### src/rtl/mont_r4_stage.sv
module mont_r4_stage #(
  parameter int WORD = 8
) (
  input  logic            clk,
  input  logic            rst_n,
  input  logic            first_i,
  input  logic [2:0]      xdig_i,
  input  logic            hid_i,
  input  logic [WORD-1:0] y_i,
  input  logic [WORD-1:0] m_i,
  input  logic [WORD-1:0] ss_i,
  input  logic [WORD-1:0] sc_i,
  output logic [WORD-1:0] y_o,
  output logic [WORD-1:0] m_o,
  output logic [WORD-1:0] ss_o,
  output logic [WORD-1:0] sc_o,
  output logic            hid_o
);
  localparam int TOP = WORD - 1;

  // digit decode: {zero, double, negative}
  logic       dz, dd, dn;
  logic [2:0] zdn_r, zdn;
  assign dz  = (xdig_i == 3'b000) | (xdig_i == 3'b111);
  assign dd  = (xdig_i == 3'b011) | (xdig_i == 3'b100);
  assign dn  = xdig_i[2] & ~dz;
  assign zdn = first_i ? {dz, dd, dn} : zdn_r;

  // section 1: S + Z*Y
  logic            ymsb_r, spill1_r;
  logic [WORD-1:0] y2, ysel, ymul, s1, c1, maj1;
  assign y2   = {y_i[TOP-1:0], first_i ? 1'b0 : ymsb_r};
  assign ysel = zdn[2] ? '0 : (zdn[1] ? y2 : y_i);
  assign ymul = zdn[0] ? ~ysel : ysel;
  assign s1   = ss_i ^ sc_i ^ ymul;
  assign maj1 = (ss_i & sc_i) | (ss_i & ymul) | (sc_i & ymul);
  assign c1   = {maj1[TOP-1:0], first_i ? zdn[0] : spill1_r};

  logic [WORD-1:0] s1_r, c1_r, y_r, m_r;
  logic            first_r, hid_r;

  always_ff @(posedge clk or negedge rst_n) begin
    if (!rst_n) begin
      zdn_r    <= '0;
      ymsb_r   <= 1'b0;
      spill1_r <= 1'b0;
      s1_r     <= '0;
      c1_r     <= '0;
      y_r      <= '0;
      m_r      <= '0;
      first_r  <= 1'b0;
      hid_r    <= 1'b0;
    end else begin
      s1_r     <= s1;
      c1_r     <= c1;
      spill1_r <= maj1[TOP];
      ymsb_r   <= y_i[TOP];
      y_r      <= y_i;
      m_r      <= m_i;
      first_r  <= first_i;
      if (first_i) begin
        zdn_r <= {dz, dd, dn};
        hid_r <= hid_i;
      end
    end
  end

  // quotient: 0 none, 1 +M, 2 +2M, 3 -M
  logic [1:0] nr, qdec, q_r, q;
  assign nr   = s1_r[1:0] + c1_r[1:0] + {1'b0, hid_r};
  assign qdec = m_r[1] ? nr : {nr[1] ^ nr[0], nr[0]};
  assign q    = first_r ? qdec : q_r;

  // section 2: + q*M
  logic            mmsb_r, spill2_r;
  logic [WORD-1:0] m2, mneg, mmul, s2, c2, maj2;
  assign m2   = {m_r[TOP-1:0], first_r ? 1'b0 : mmsb_r};
  assign mneg = {~m_r[TOP:1], first_r ? 1'b1 : ~m_r[0]};

  always_comb begin
    case (q)
      2'd1:    mmul = m_r;
      2'd2:    mmul = m2;
      2'd3:    mmul = mneg;
      default: mmul = '0;
    endcase
  end

  assign s2   = s1_r ^ c1_r ^ mmul;
  assign maj2 = (s1_r & c1_r) | (s1_r & mmul) | (c1_r & mmul);
  assign c2   = {maj2[TOP-1:0], first_r ? hid_r : spill2_r};

  logic [WORD-3:0] up_ss_r, up_sc_r;

  always_ff @(posedge clk or negedge rst_n) begin
    if (!rst_n) begin
      q_r      <= '0;
      mmsb_r   <= 1'b0;
      spill2_r <= 1'b0;
      up_ss_r  <= '0;
      up_sc_r  <= '0;
      y_o      <= '0;
      m_o      <= '0;
      hid_o    <= 1'b0;
    end else begin
      mmsb_r   <= m_r[TOP];
      spill2_r <= maj2[TOP];
      up_ss_r  <= s2[TOP:2];
      up_sc_r  <= c2[TOP:2];
      y_o      <= y_r;
      m_o      <= m_r;
      if (first_r) begin
        q_r   <= qdec;
        hid_o <= |{s2[1:0], c2[1:0]};
      end
    end
  end

  assign ss_o = {s2[1:0], up_ss_r};
  assign sc_o = {c2[1:0], up_sc_r};
endmodule


### config.mk
export PLATFORM = sky130hd
export DESIGN_NAME = mont_r4_stage
export DESIGN_NICKNAME = d
export VERILOG_FILES = /design/src/rtl/mont_r4_stage.sv
export SDC_FILE = /design/constraint.sdc
export NUM_CORES = 1
export LEC_CHECK = 0
export BUFFER_PORTS_ARGS = -buffer_cell sky130_fd_sc_hd__buf_2
export CORE_ASPECT_RATIO = 0.75
export CORE_UTILIZATION = 57
export DETAILED_ROUTE_END_ITERATION = 16
export MAX_ROUTING_LAYER = met4
export PLACE_DENSITY = 0.84
export SYNTH_ARGS = -nofsm -noshare
export SYNTH_HDL_FRONTEND = slang
export SYNTH_SLANG_ARGS = --single-unit
### constraint.sdc
create_clock -name clk -period 5.31 [get_ports clk]
set_clock_uncertainty 0.15 [all_clocks]
set_input_delay 1.593 -clock clk [delete_from_list [all_inputs] [get_ports clk]]
set_output_delay 1.593 -clock clk [all_outputs]
set_load 0.005 [all_outputs]
==> results of run 1 <==
-- critical path, stage by stage (launching register included) --
cell and delay (ps):
dfrtp_1 400, fa_1 580, mux2_2 330, inv_2 60, a211oi_2 440, a22oi_1 190, fa_1 530, inv_1 40
buf_2 120
-- cell usage after synthesis --
library cell	count
dfrtp_1	70
inv_1	67
fa_1	17
a21oi_1	15
xnor2_1	10
nand4_1	8
nor2_1	8
a22oi_1	7
o31ai_1	7
buf_2	6
buf_4	4
mux2_2	3
nand3_1	3
nand4b_1	3
nor2b_1	3
clkbuf_1	2
nand2_1	2
o21ai_0	2
a211oi_2	1
a21o_1	1
a21oi_2	1
a31oi_4	1
and4b_1	1
and4bb_1	1
buf_6	1
clkbuf_2	1
ha_1	1
inv_2	1
nand2b_1	1
nand4bb_1	1
nor3_1	1
o211ai_1	1
o22a_1	1
o31a_1	1
or3_4	1
-- final timing paths --
| kind | to | slack (ps) | from |
|---|---|---|---|
| min in group asynchronous | hid_o | 1260 | rst_n |
| hold / removal | y_o[3] | 200 | y_r[3] |
| hold reg to reg | y_o[3] | 200 | y_r[3] |
| max in group asynchronous | up_ss_r[1] | 2880 | rst_n |
| setup / recovery | ss_o[7] | 540 | s1_r[0] |
| setup reg to reg | hid_o | 2230 | s1_r[0] |
-- flip-flops by register name, indices dropped and copies added, names as in the netlist, 3 cells and up --
name     count
up_ss_r      6
y_r          8
zdn_r        3
c1_r         8
up_sc_r      6
m_r          8
s1_r         8
y_o          8
m_o          8
-- report_power, final --
part           total, mW  switching [mW]  internal, mW
clock              0.354           0.188         0.165
combinational      0.480           0.268         0.212
sequential         0.683          0.0425         0.641
total               1.52           0.499          1.02
-- logic make-up (layout without fill, tap and decap cells) --
family	after synthesis	count (layout)	share of synthesized area, %
AOI/OAI and AO/OA	38	38	8.74
xor gates and xnor gates	10	10	2.89
adders and majority gates	18	18	11.6
buffers and inverters	82	157	11.2
DFF	70	70	57.7
muxes	3	3	1.11
and+or+nand+nor	33	33	6.72
-- per-stage QoR --
stage,power (mW),utilization (%)
6_report,1.52,71.4
5_1_grt,1.65,71.4
3_3_place_gp,1.14,68.1
3_5_place_dp,1.18,68.1
2_1_floorplan,1.02,-
4_1_cts,1.54,71.4
-- per-layer routing --
layer,global-route usage [%],wire (µm),vias to the layer above
li1,-,-,929
met1,26.1,2260,916
met3,9.17,301,6
met2,38.8,2660,57
met5,-,0,-
met4,4.58,43,0
-- cell type report --
cell class | count | area share, %
sequential | 70 | 49.0
multi-input combinational | 102 | 26.4
timing repair buffer | 73 | 10.4
inverter | 68 | 7.14
clock buffer | 9 | 3.46
tap | 72 | 2.52
clock inverter | 7 | 1.15
==> impl_metrics.py, run 1 <==
metrics = {
    "run_status": {
        "outcome": "complete, no violations",
    },
    "sta": {
        "rsz0062_at_grt": "false",
        "fin_ws_ps": 543,
        "fmax_mhz": 210,
        "whs_ps": 203,
        "setup_viol": 0,
        "period_needed_ps": 4770,
        "final_max_slew_viol_count": 0,
        "fin_tns_setup_ps": 0,
        "max-slew-margin-rel_pct": 34.6,
        "final_hold_viol_count": 0,
        "period_share_pct": 89.8,
        "worstMarginPinSlew_ps": 981,
    },
    "synth": {
        "synth_top_area_share_pct": 57.7,
        "syn_avg_cell_area_um2": 11.9,
        "synth_area_leaders": "dfrtp_1, fa_1, inv_1",
        "synth.distinct_cells": 35,
        "synth_cells": 254,
        "netlist_area_um2": 3030,
        "seq_area_frac_synth_pct": 57.7,
        "syn_nets": 311,
        "yosysTopAreaCell": "dfrtp_1",
        "ys_warn_count": 0,
        "ys_ff_latch": 70,
    },
    "clocking": {
        "cts_tree": "built",
        "cts_max_path_buffers": 2,
        "insertion_delay_ps": 340,
        "postCtsSetupRepairBufs": 0,
        "numCtsBuffers": 9,
        "cts.sinks": 70,
        "cts_resized": 0,
        "root_buffer": "clkbuf_8",
        "clk_pin_slew_ps": 70,
        "htreeDepth": 3,
        "hold_buffers": 0,
    },
    "flow_run": {
        "cap_violations": 0,
    },
    "global_routing": {
        "grt_max_degree": 47,
        "grt_pass1_wl_um": 9050,
        "grt_pass1_vias": 1977,
        "gr-total-overflow": 0,
        "track_usage_pct": 22.9,
        "antenna_found_initial": 0,
    },
    "die": {
        "rows": 22,
        "initial_utilization_pct": 60.6,
        "ios": 72,
        "core_um2": 5010,
        "die_area_um2": 5620,
        "die_h_um": 65.2,
        "fp.dieW_um": 86.2,
    },
    "placement": {
        "place_area_um2": 3410,
        "hpwlAfterDp_um": 4010,
        "pre_cts_ws_ps": 906,
        "port_buffers": 71,
        "gp_congestion": 0.880,
        "dp.cells": 385,
    },
    "final_layout": {
        "layout_common_cells": "buf_2, dfrtp_1, inv_1, fa_1, a21oi_1",
        "mostFrequentLayoutCell": "buf_2",
        "multi_input_area_um2": 943,
        "fillers": 380,
        "drive_gt1_share_pct": 29.5,
        "final_area_um2": 3580,
        "syn_to_final_growth_pct": 17.9,
        "final-seq-area_um2": 1750,
        "stdcell_count": 401,
        "final_nets": 381,
        "diodes": 0,
    },
    "drt": {
        "drc": 0,
        "vias": 1908,
        "firstDrtPassIters": 4,
        "wl_um": 5270,
        "drtIter0Drc": 76,
        "drt-wirelength-per-cell_um": 13.1,
        "vias_per_cell": 4.76,
        "ant_nets": 0,
    },
    "critical_path": {
        "cp.arrival_ps": 3020,
        "reg2reg_depth": 8,
        "start_kind": "flop",
        "worst_setup_path_end_kind": "output pin",
        "path_class": "flop to output pin",
        "critPathRequiredTime_ps": 3570,
        "cp_max_fo": 16,
    },
    "pwr": {
        "power_density_nw_per_um2": 424,
        "vdd_drop_max_mv": 0.175,
        "p_leak_nw": 1.88,
    },
    "min_path": {
        "min_path_type": "flop to flop",
        "worstHoldPathCells": 0,
    },
}
No activity file was read; power rests on OpenSTA's default activity.
==> inputs of run 2 (changes only) <==
--- a/config.mk
+++ b/config.mk
@@ -5,7 +5,7 @@
 export SDC_FILE = /design/constraint.sdc
 export NUM_CORES = 1
 export LEC_CHECK = 0
-export BUFFER_PORTS_ARGS = -buffer_cell sky130_fd_sc_hd__buf_2
+export BUFFER_PORTS_ARGS = -buffer_cell sky130_fd_sc_hd__buf_4
 export CORE_ASPECT_RATIO = 0.75
 export CORE_UTILIZATION = 57
 export DETAILED_ROUTE_END_ITERATION = 16
==> run 2 against run 1 <==
Clock power grew 32%. Die area is the same. Non-clock buffer count shrank 1. Critical path type unchanged.
==> impl_metrics.py, run 2 (synthesized netlist as in run 1, its figures left out) <==
metrics = {
    "run_status": {
        "outcome": "complete, no violations",
    },
    "clocking": {
        "clk_pin_slew_ps": 70,
        "cts.sinks": 70,
        "root_buffer": "clkbuf_8",
        "cts_max_path_buffers": 2,
        "insertion_delay_ps": 340,
        "postCtsSetupRepairBufs": 0,
        "numCtsBuffers": 9,
        "cts_tree": "built",
        "hold_buffers": 0,
        "cts_resized": 0,
        "htreeDepth": 3,
    },
    "final_layout": {
        "postLayoutCoreUtil_pct": 75.9,
        "syn_to_final_growth_pct": 25.4,
        "final_nets": 380,
        "diodes": 0,
        "layout_common_cells": "buf_4, dfrtp_1, inv_1, fa_1, a21oi_1",
        "drive_gt1_share_pct": 29.3,
        "final_area_um2": 3800,
        "stdcell_count": 400,
        "mostFrequentLayoutCell": "buf_4",
    },
    "critical_path": {
        "critPathTopFamily": "adder cells",
        "cp_slowest_cell": "fa_1",
        "path_class": "flop to output pin",
        "startpoint": "s1_r[0]",
        "start_kind": "flop",
        "critical_path_buf_inv_count": 3,
        "cp.arrival_ps": 3120,
        "max_stage_delay_ps": 590,
        "path_cells": "fa_1 > mux2_2 > inv_2 > a211oi_2 > a22oi_1 > fa_1 > inv_1 > buf_4",
        "worst_setup_path_end_kind": "output pin",
        "crit_top_cell": "fa_1",
        "reg2reg_from": "s1_r[0]",
        "r2r_slack_ps": 2160,
        "cp_max_fo": 16,
        "critPathRequiredTime_ps": 3570,
    },
    "min_path": {
        "min_path_type": "flop to flop",
        "hold_path_startpoint": "y_r[5]",
    },
    "die": {
        "die_area_um2": 5620,
        "core_um2": 5010,
        "ios": 72,
        "initial_utilization_pct": 60.6,
        "fp.dieW_um": 86.2,
        "die_h_um": 65.2,
        "rows": 22,
    },
    "sta": {
        "period_share_pct": 91.5,
        "period_needed_ps": 4860,
        "fin_ws_ps": 450,
        "max-slew-margin-rel_pct": 44.0,
        "fin_tns_setup_ps": 0,
        "worstMarginPinSlew_ps": 839,
        "final_hold_viol_count": 0,
        "setup_viol": 0,
        "rsz0062_at_grt": "false",
        "final_max_slew_viol_count": 0,
        "fmax_mhz": 206,
    },
    "drt": {
        "ant_nets": 0,
        "vias_per_cell": 4.98,
        "vias": 1992,
        "drt-wirelength-per-cell_um": 14.2,
        "drc": 0,
        "wl_um": 5700,
        "drtIter0Drc": 144,
        "firstDrtPassIters": 4,
    },
    "global_routing": {
        "antenna_found_initial": 0,
        "grt_max_degree": 71,
        "grt_pass1_wl_um": 9510,
        "gr-total-overflow": 0,
        "grt_pass1_vias": 2075,
        "track_usage_pct": 24.3,
    },
    "pwr": {
        "p_leak_nw": 1.96,
        "power_density_nw_per_um2": 446,
        "vdd_drop_max_mv": 0.231,
    },
    "placement": {
        "port_buffers": 71,
        "gp_congestion": 0.870,
        "place_area_um2": 3580,
        "dp.cells": 384,
        "hpwlAfterDp_um": 4060,
        "pre_cts_ws_ps": 890,
    },
    "flow_run": {
        "cap_violations": 0,
    },
}
-- run 2: cell type report --
cell class / count / area, µm²
Multi-Input combinational cell: 102 / 943
Clock buffer: 10 / 138
Tap cell: 72 / 90.1
Sequential cell: 70 / 1750
Inverter: 68 / 255
Fill cell: 341 / 1210
Clock inverter: 6 / 85.1
Timing Repair Buffer: 72 / 541
-- run 2: final timing paths --
check / depth (start not counted) / to
worst max-delay path: 8 / ss_o[7]
worst min-delay path: 0 / y_o[5]
worst max register to register: 8 / hid_o
worst min register to register: 0 / y_o[5]
max in group asynchronous: 1 / c1_r[6]
min in group asynchronous: 1 / m_o[1]
-- run 2: routing by layer --
metal,GRT usage (%),wire length (µm),vias to the layer above
met1,28.0,2310,976
met3,8.04,381,10
met5,-,0,-
met4,10.0,63,0
li1,-,-,923
met2,39.7,2940,83
-- run 2: power by group --
part           leakage, nW  internal [mW]  switching, mW
Combinational         1.03          0.263          0.282
Clock                0.108          0.275          0.191
Sequential           0.822          0.641         0.0454
-- run 2: metrics by stage --
step	hold slack, ps	total power, mW
2_1_floorplan	181	1.02
3_3_place_gp	184	1.20
3_5_place_dp	189	1.24
4_1_cts	204	1.72
5_1_grt	206	1.81
6_report	200	1.70
-- run 2: worst register-to-register path: stages, from the launching register on --
cell and delay, ps:
dfrtp_1 410, fa_1 590, mux2_2 350, inv_2 70, a211oi_2 460, a22oi_1 190
fa_1 540, nand4b_1 100, o22a_1 190
